==> config.mk <==
export PLATFORM = sky130hd
export DESIGN_NAME = flut_cell
export DESIGN_NICKNAME = d
export VERILOG_FILES = /design/src/rtl/flut_pkg.sv /design/src/rtl/flut_table.sv /design/src/rtl/flut_regpair.sv /design/src/rtl/flut_outsel.sv /design/src/rtl/flut_cell.sv
export SDC_FILE = /design/constraint.sdc
export NUM_CORES = 1
export LEC_CHECK = 0
export CAP_MARGIN = 20
export CORE_AREA = 2 2 39 41
export CTS_CLUSTER_SIZE = 28
export DETAILED_ROUTE_END_ITERATION = 10
export DIE_AREA = 0 0 41 43
export HOLD_SLACK_MARGIN = 0.1
export PLACE_DENSITY = 0.61
export REMOVE_ABC_BUFFERS = 1
export SETUP_SLACK_MARGIN = 0.3
export SYNTH_ARGS = -nofsm -noshare
export SYNTH_HDL_FRONTEND = slang
export SYNTH_SLANG_ARGS = --single-unit
==> constraint.sdc <==
create_clock -name clk -period 2.8 [get_ports clk]
set_clock_uncertainty 0.2 [all_clocks]
set_input_delay 0.28 -clock clk [delete_from_list [all_inputs] [get_ports clk]]
set_output_delay 0.28 -clock clk [all_outputs]
set_load 0.1 [all_outputs]
==> src/rtl/flut_pkg.sv <==
package flut_pkg;
  // Select bits of the configuration word, placed above the table contents.
  // The last field declared is the least significant bit.
  typedef struct packed {
    logic out1_reg;        // dout[1] taken from flip-flop 1
    logic out0_reg;        // dout[0] taken from flip-flop 0
    logic ff1_from_chain;  // flip-flop 1 loads flip-flop 0
    logic ff0_from_shift;  // flip-flop 0 loads shift_in
    logic out0_full;       // output 0 uses the whole table
  } flut_sel_t;

  localparam int SEL_W = $bits(flut_sel_t);
endpackage

==> src/rtl/flut_table.sv <==
module flut_table #(
  parameter  int K      = 4,
  localparam int MASK_W = 1 << K
) (
  input  logic [K-1:0]      din,
  input  logic [MASK_W-1:0] mask,
  output logic              f_full,
  output logic              f_lo,
  output logic              f_hi
);
  // Each half is read by forcing the top index bit, so din[K-1] cannot reach it.
  logic [K-1:0] idx_lo;
  logic [K-1:0] idx_hi;

  always_comb begin
    idx_lo = {1'b0, din[K-2:0]};
    idx_hi = {1'b1, din[K-2:0]};
    f_full = mask[din];
    f_lo   = mask[idx_lo];
    f_hi   = mask[idx_hi];
  end

  // The full-table read and the lower-half read have to agree whenever the top input is low.
  always_comb begin
    if (din[K-1] == 1'b0) begin

      split_lo_agree_chk: assert (f_full == f_lo);
    end
  end
endmodule

==> src/rtl/flut_regpair.sv <==
module flut_regpair (
  input  logic       clk,
  input  logic       rst_n,
  input  logic       scan_en,
  input  logic       scan_in,
  input  logic       shift_in,
  input  logic [1:0] comb,
  input  logic       ff0_from_shift,
  input  logic       ff1_from_chain,
  output logic [1:0] q
);
  logic [1:0] q_next;

  // Next-state selection: scan first, then the alternate source, then the table output.
  always_comb begin
    if (scan_en) begin
      q_next[0] = scan_in;
      q_next[1] = q[0];
    end else begin
      q_next[0] = ff0_from_shift ? shift_in : comb[0];
      q_next[1] = ff1_from_chain ? q[0]     : comb[1];
    end
  end

  always_ff @(posedge clk or negedge rst_n) begin
    if (!rst_n) begin
      q <= '0;
    end else begin
      q <= q_next;
    end
  end


  scan_head_chk: assert property (@(posedge clk) disable iff (!rst_n)
    scan_en |=> q[0] == $past(scan_in));


  scan_link_chk: assert property (@(posedge clk) disable iff (!rst_n)
    scan_en |=> q[1] == $past(q[0]));


  shift_head_chk: assert property (@(posedge clk) disable iff (!rst_n)
    (!scan_en && ff0_from_shift) |=> q[0] == $past(shift_in));


  shift_link_chk: assert property (@(posedge clk) disable iff (!rst_n)
    (!scan_en && ff1_from_chain) |=> q[1] == $past(q[0]));
endmodule

==> src/rtl/flut_outsel.sv <==
module flut_outsel (
  input  logic       f_full,
  input  logic       f_lo,
  input  logic       f_hi,
  input  logic       out0_full,
  input  logic [1:0] reg_sel,
  input  logic [1:0] q,
  output logic [1:0] comb,
  output logic [1:0] dout
);
  always_comb begin
    comb[0] = out0_full ? f_full : f_lo;
    comb[1] = f_hi;
  end

  for (genvar b = 0; b < 2; b++) begin : g_out
    assign dout[b] = reg_sel[b] ? q[b] : comb[b];
  end
endmodule

==> src/rtl/flut_cell.sv <==
module flut_cell
  import flut_pkg::*;
#(
  parameter  int K      = 4,
  localparam int MASK_W = 1 << K,
  localparam int CFG_W  = MASK_W + SEL_W
) (
  input  logic             clk,
  input  logic             rst_n,
  input  logic [K-1:0]     din,
  input  logic             shift_in,
  input  logic             scan_in,
  input  logic             scan_en,
  input  logic [CFG_W-1:0] cfg,
  output logic [1:0]       dout,
  output logic             shift_out,
  output logic             scan_out
);
  flut_sel_t         sel;
  logic [MASK_W-1:0] mask;
  logic              f_full;
  logic              f_lo;
  logic              f_hi;
  logic [1:0]        comb;
  logic [1:0]        q;

  assign mask = cfg[MASK_W-1:0];
  assign sel  = flut_sel_t'(cfg[CFG_W-1:MASK_W]);

  flut_table #(.K(K)) u_table (
    .din    (din),
    .mask   (mask),
    .f_full (f_full),
    .f_lo   (f_lo),
    .f_hi   (f_hi)
  );

  flut_outsel u_outsel (
    .f_full    (f_full),
    .f_lo      (f_lo),
    .f_hi      (f_hi),
    .out0_full (sel.out0_full),
    .reg_sel   ({sel.out1_reg, sel.out0_reg}),
    .q         (q),
    .comb      (comb),
    .dout      (dout)
  );

  flut_regpair u_regs (
    .clk            (clk),
    .rst_n          (rst_n),
    .scan_en        (scan_en),
    .scan_in        (scan_in),
    .shift_in       (shift_in),
    .comb           (comb),
    .ff0_from_shift (sel.ff0_from_shift),
    .ff1_from_chain (sel.ff1_from_chain),
    .q              (q)
  );

  // both serial outputs come from the second flip-flop
  assign shift_out = q[1];
  assign scan_out  = q[1];


  reg_out0_chk: assert property (@(posedge clk) disable iff (!rst_n)
    (!scan_en && !sel.ff0_from_shift) |=> (!sel.out0_reg || dout[0] == $past(comb[0])));


  reg_out1_chk: assert property (@(posedge clk) disable iff (!rst_n)
    (!scan_en && !sel.ff1_from_chain) |=> (!sel.out1_reg || dout[1] == $past(comb[1])));
endmodule

==> results of run 1 <==
per-stage QoR:
step / area [sq um] / setup TNS (ps) / hold slack [ps] / instances / util [%]
detailed placement: 621 / 0 / 253 / 71 / 44.8
CTS: 656 / 0 / 363 / 75 / 47.4
finish: 656 / 0 / 352 / 75 / 47.4
floorplan: 255 / -475 / -216 / 22 / -
global placement: 621 / 0 / 254 / 71 / 44.8
global route: 656 / 0 / 380 / 75 / 47.4
kinds of logic (layout without fill, tap and decap cells):
| logic type | count (synthesis) | in the layout |
|---|---|---|
| AOI/OAI and AO/OA | 7 | 7 |
| muxes | 7 | 7 |
| and+or+nand+nor | 5 | 5 |
| DFF | 2 | 2 |
| buffers and inverters | 2 | 38 |
final cells by class:
cell class / count / area (sq um) / share of cell area, %
Tap cell: 16 / 20.0 / 3.05
Timing Repair Buffer: 34 / 354 / 54.0
Sequential cell: 2 / 50.0 / 7.63
Inverter: 1 / 3.75 / 0.573
Clock buffer: 3 / 22.5 / 3.44
Multi-Input combinational cell: 19 / 205 / 31.3
where the power goes:
group          total [uW]  internal (uW)  leakage [uW]  switching (uW)
combinational         158           74.3      0.000236            83.6
clock                62.0           47.2     0.0000138            14.8
sequential           35.2           32.7     0.0000236            2.51
total                 255            154      0.000273             101
critical path: cells and delay by family:
family | cells | cell delay [ps]
buffers and inverters | 2 | 560
AOI/OAI and AO/OA | 1 | 60
muxes | 3 | 940
cells in the final DEF, fill, tap and decap left out, drive strengths merged:
cell type / count
nor2: 2
nand2: 3
inv: 1
mux4: 4
dlygate4sd3: 1
o21ai: 2
clkbuf: 3
dlygate4sd2: 1
clkdlybuf4s50: 28
mux2i: 2
a21oi: 5
buf: 4
mux2: 1
dfrtp: 2
metal layers:
layer  vias up  share of wire [%]
met5         -                  0
met4         0                  0
met3         0                 15
met2        29                 56
met1       149                 29
li1        166                  -
synthesized netlist by cell type:
master	n
mux2_4	1
a21oi_2	1
o21ai_0	1
nor2_1	2
buf_4	1
mux2i_1	2
o21ai_2	1
dfrtp_1	2
a21oi_1	4
inv_1	1
mux4_1	4
nand2_1	3
what timing repair did:
item,in CTS,in global routing
setup endpoints to repair,2,0
endpoints found under the hold margin,2,0
gates resized for setup,2,0
hold buffers,1,0
final timing paths:
kind                                to  slack [ps]  cells past startpoint
min reg2reg                u_regs.q[1]         350                      2
max                            dout[0]         470                      6
min in group asynchronous  u_regs.q[1]         570                      2
max reg2reg                u_regs.q[1]        1950                      2
max in group asynchronous  u_regs.q[0]        1710                      2
min                        u_regs.q[1]         350                      2
==> flow_summary.ini, run 1 <==
[outcome]
status = finished clean

[floorplan]
start_util_pct = 19.0
core_area_sq_mm = 0.00138
ios = 34
die_y_um = 43
dieArea_sq_mm = 0.00176
die_w_um = 41
num_rows = 14

[logic_synthesis]
synth.avg_cell_area_sq_um = 11.4
synth.yosys.seq_area_share_pct = 19.0
yosys_warnings = 0
synth-seq-cells = 2
synthAdderAreaFrac_pct = 0
synth.largest_area_cell = mux4_1
ys_types = 12
synth_top_area_share_pct = 40.0
syn_inst = 23
muxShareOfSynthArea_pct = 53.3
synthSimpleGateAreaFrac_pct = 7.14
syn-cell-area_sq_um = 263
synthTopCellsByArea = mux4_1 (40%), dfrtp_1 (19%), a21oi_1 (7.6%)
synthXorXnorAreaFrac_pct = 0
synth_compound_area_share_pct = 16.2
synth_top_family_by_area = multiplexers

[routing]
drc = 0
vias_per_cell = 4.59
totalWireLength_um = 809
dr_total_vias = 344
firstDrtPassIters = 2
drtAntennaViolNets = 0
drtIter0Drc = 3
wl_per_cell_um = 10.8

[timing]
min_period_ps = 2330
finalSetupViolations = 0
period_share_pct = 83.1
fmax_ghz = 0.430
worst_slack_ps = 473
finalHoldViolations = 0
tightest_slew_ps = 322
relSlewSlack_pct = 78.3
final_max_slew_viol_count = 0
grt_setup_unrepaired = false

[setup_path]
required_ps = 2320
rr_startpoint = u_regs.q[0]
arrival_ps = 1850
setup.worst_path.end_class = primary output
cp_max_fo = 3
critPathSlowestCell = mux4_1
cp_slowest_stage_delay_ps = 530
path_cells = clkdlybuf4s50_1 > mux4_1 > mux2i_2 > mux2_4 > o21ai_2 > buf_12
critical_path_class = in2out
start_kind = primary input
critPathLaunch = cfg[11]

[worst_hold_path]
min_from = u_regs.q[0]
hold_path.class = reg2reg

[clocking]
cts_setup_buffers = 0
path_clk_slew_ps = 30
cts_buffers = 3
cts_root_buf = clkbuf_4
cts_max_level = 1
clock_latency_ps = 220
cts_tree = done
clk_path_buf_depth = 2
clock_sinks = 2

[finish]
largest_register_ffs = 2
drive_gt1_share_pct = 18.6
final_nets = 91
n_antenna_cell = 0
area_delta_synth_final_pct = 150
max_flop_register = u_regs.q
n_fill_cell = 136
top_regs = u_regs.q x2

[grt]
grt_usage_pct = 11.2
grt_pass1_wl_um = 1300
use_met3_pct = 5.24
top_usage_layer = met2
grt_max_degree = 5
grt.met1_usage_pct = 9.18
grt.overflow.total = 0
grt_util_met2_pct = 20.9
antenna_found_initial = 0
grt_pass1_vias = 377

[power_and_ir_drop]
power_uw = 255
p_per_area_mw_per_mm2 = 389
leakage_uw = 0.000273
max-vdd-ir-drop_v = 0.000122

[placement]
place_worst_setup_slack_ps = 180
gp_congestion = 0.569
port_buffers = 33

[run]
max_cap_violations = 0
(Power assumes the default switching activity.)
==> inputs of run 2 (changes only) <==
==> constraint.sdc (replaced) <==
create_clock -name clk -period 2.32 [get_ports clk]
set_clock_uncertainty 0.2 [all_clocks]
set_input_delay 0.232 -clock clk [delete_from_list [all_inputs] [get_ports clk]]
set_output_delay 0.232 -clock clk [all_outputs]
set_load 0.1 [all_outputs]
==> flow_summary.ini, run 2 (synthesized netlist as in run 1, its figures left out) <==
[grt]
grt_usage_pct = 10.6
antenna_found_initial = 0
grt_pass1_vias = 341
grt_max_degree = 5
grt_pass1_wl_um = 1240
grt.overflow.total = 0

[routing]
totalWireLength_um = 762
drc = 0
vias_per_cell = 4.35
drtIter0Drc = 2
firstDrtPassIters = 2
drtAntennaViolNets = 0
wl_per_cell_um = 9.77
dr_total_vias = 339

[placement]
place_worst_setup_slack_ps = -121
gp_congestion = 0.562
dp_hpwl_um = 651
port_buffers = 33

[floorplan]
dieArea_sq_mm = 0.00176
num_rows = 14
ios = 34
die_y_um = 43
core_area_sq_mm = 0.00138
die_w_um = 41
start_util_pct = 19.0

[timing]
grt_setup_unrepaired = false
final_max_slew_viol_count = 0
min_period_ps = 1960
finalSetupViolations = 0
fmax_ghz = 0.509
relSlewSlack_pct = 81.6
worst_slack_ps = 356
tightest_slew_ps = 279
period_share_pct = 84.7
finalHoldViolations = 0

[clocking]
clock_sinks = 2
cts_buffers = 3
clk_path_buf_depth = 2
path_clk_slew_ps = 30
cts_max_level = 1
clock_latency_ps = 220
cts_tree = done
cts_root_buf = clkbuf_4

[power_and_ir_drop]
p_per_area_mw_per_mm2 = 483
leakage_uw = 0.000297
switching_power_uw = 129
max-vdd-ir-drop_v = 0.000190
power_uw = 319
pwr-share-clk_pct = 24.0
seqPwrFrac_pct = 13.3
p_comb_share_pct = 62.7
intPower_uw = 189
swShare_pct = 40.5

[finish]
drive_gt1_share_pct = 32.3
top_regs = u_regs.q x2
final_cell_mix = dlygate4sd2_1 (15), clkdlybuf4s50_1 (11), buf_4 (5)
final_common_cell = dlygate4sd2_1
n_antenna_cell = 0
final_nets = 94
area_delta_synth_final_pct = 151
largest_register_ffs = 2
max_flop_register = u_regs.q

[setup_path]
r2r_slack_ps = 1480
cp_max_fo = 2
critical_path_class = in2out
arrival_ps = 1530
rr_endpoint = u_regs.q[1]
setup.worst_path.end_class = primary output
rr_startpoint = u_regs.q[0]
start_kind = primary input
required_ps = 1890
reg2regPathDepth = 2

[outcome]
status = finished clean

[run]
max_cap_violations = 0

[worst_hold_path]
hold_path.class = reg2reg
whs_path_depth = 2
holdPathEnd = u_regs.q[1]
min_from = u_regs.q[0]
==> run 2: cell types whose count changed in the layout (fill, tap and decap cells not counted) <==
cell / change
clkdlybuf4s50_1: -17
dlygate4sd2_1: +14
mux4_1: -4
mux4_2: +4
buf_4: +3
clkdlybuf4s15_1: +2
buf_12: -1
buf_16: +1
buf_2: +1
o21ai_0: -1
o21ai_4: +1
==> run 2: power by group through the flow <==
stage	Sequential, uW	Combinational [uW]	Clock (uW)
6_report	42.3	200	76.5
5_1_grt	42.5	210	87.5
4_1_cts	42.3	201	82.3
3_5_place_dp	42.7	197	0
3_3_place_gp	42.5	196	0
2_1_floorplan	76.2	68.5	0
==> run 2: how the worst max path moves through the flow <==
stage	from	to	slack (ps)	depth (start not counted)
floorplan	din[0]	dout[1]	-860	3
global placement	din[0]	dout[1]	-100	6
detailed placement	din[0]	dout[1]	-120	6
CTS	cfg[15]	dout[0]	340	6
global route	cfg[11]	dout[0]	300	6
finish	cfg[13]	dout[0]	360	6
==> run 2: critical path, stage by stage <==
cell	delay [ps]
dlygate4sd2_1	230
mux4_2	470
mux2i_2	190
mux2_4	200
o21ai_4	60
buf_12	160
==> run 2: routing by layer <==
| layer | vias up | GRT usage (%) | share of wire (%) |
|---|---|---|---|
| li1 | 169 | - | - |
| met3 | 0 | 6.28 | 13 |
| met1 | 141 | 11.9 | 38 |
| met2 | 29 | 15.9 | 49 |
| met5 | - | 0 | 0 |
| met4 | 0 | 4.00 | 0 |
==> run 2: timing repair <==
action,in CTS,in global routing
setup endpoints to repair,2,1
pin swaps,1,1
gates resized for setup,31,2
endpoints found under the hold margin,2,0
hold buffers,1,0
setup buffers,0,0
==> run 2: metrics by stage <==
step | setup TNS, ps | hold WS (ps) | instances | util (%) | cell area, sq um
after floorplan | -859 | -264 | 22 | - | 255
after global placement | -163 | 201 | 74 | 46.5 | 643
after detailed placement | -206 | 204 | 74 | 46.5 | 643
after CTS | 0 | 355 | 78 | 47.5 | 657
after global routing | 0 | 377 | 78 | 47.6 | 659
final | 0 | 341 | 78 | 47.6 | 659
==> run 2: final cells by class <==
class / instances / area (sq um)
fillers: 141 / 724
repair buffers: 37 / 362
multi-input cells: 19 / 201
flip-flops and latches: 2 / 50.0
clock buffers: 3 / 22.5
well taps: 16 / 20.0
inverters: 1 / 3.75
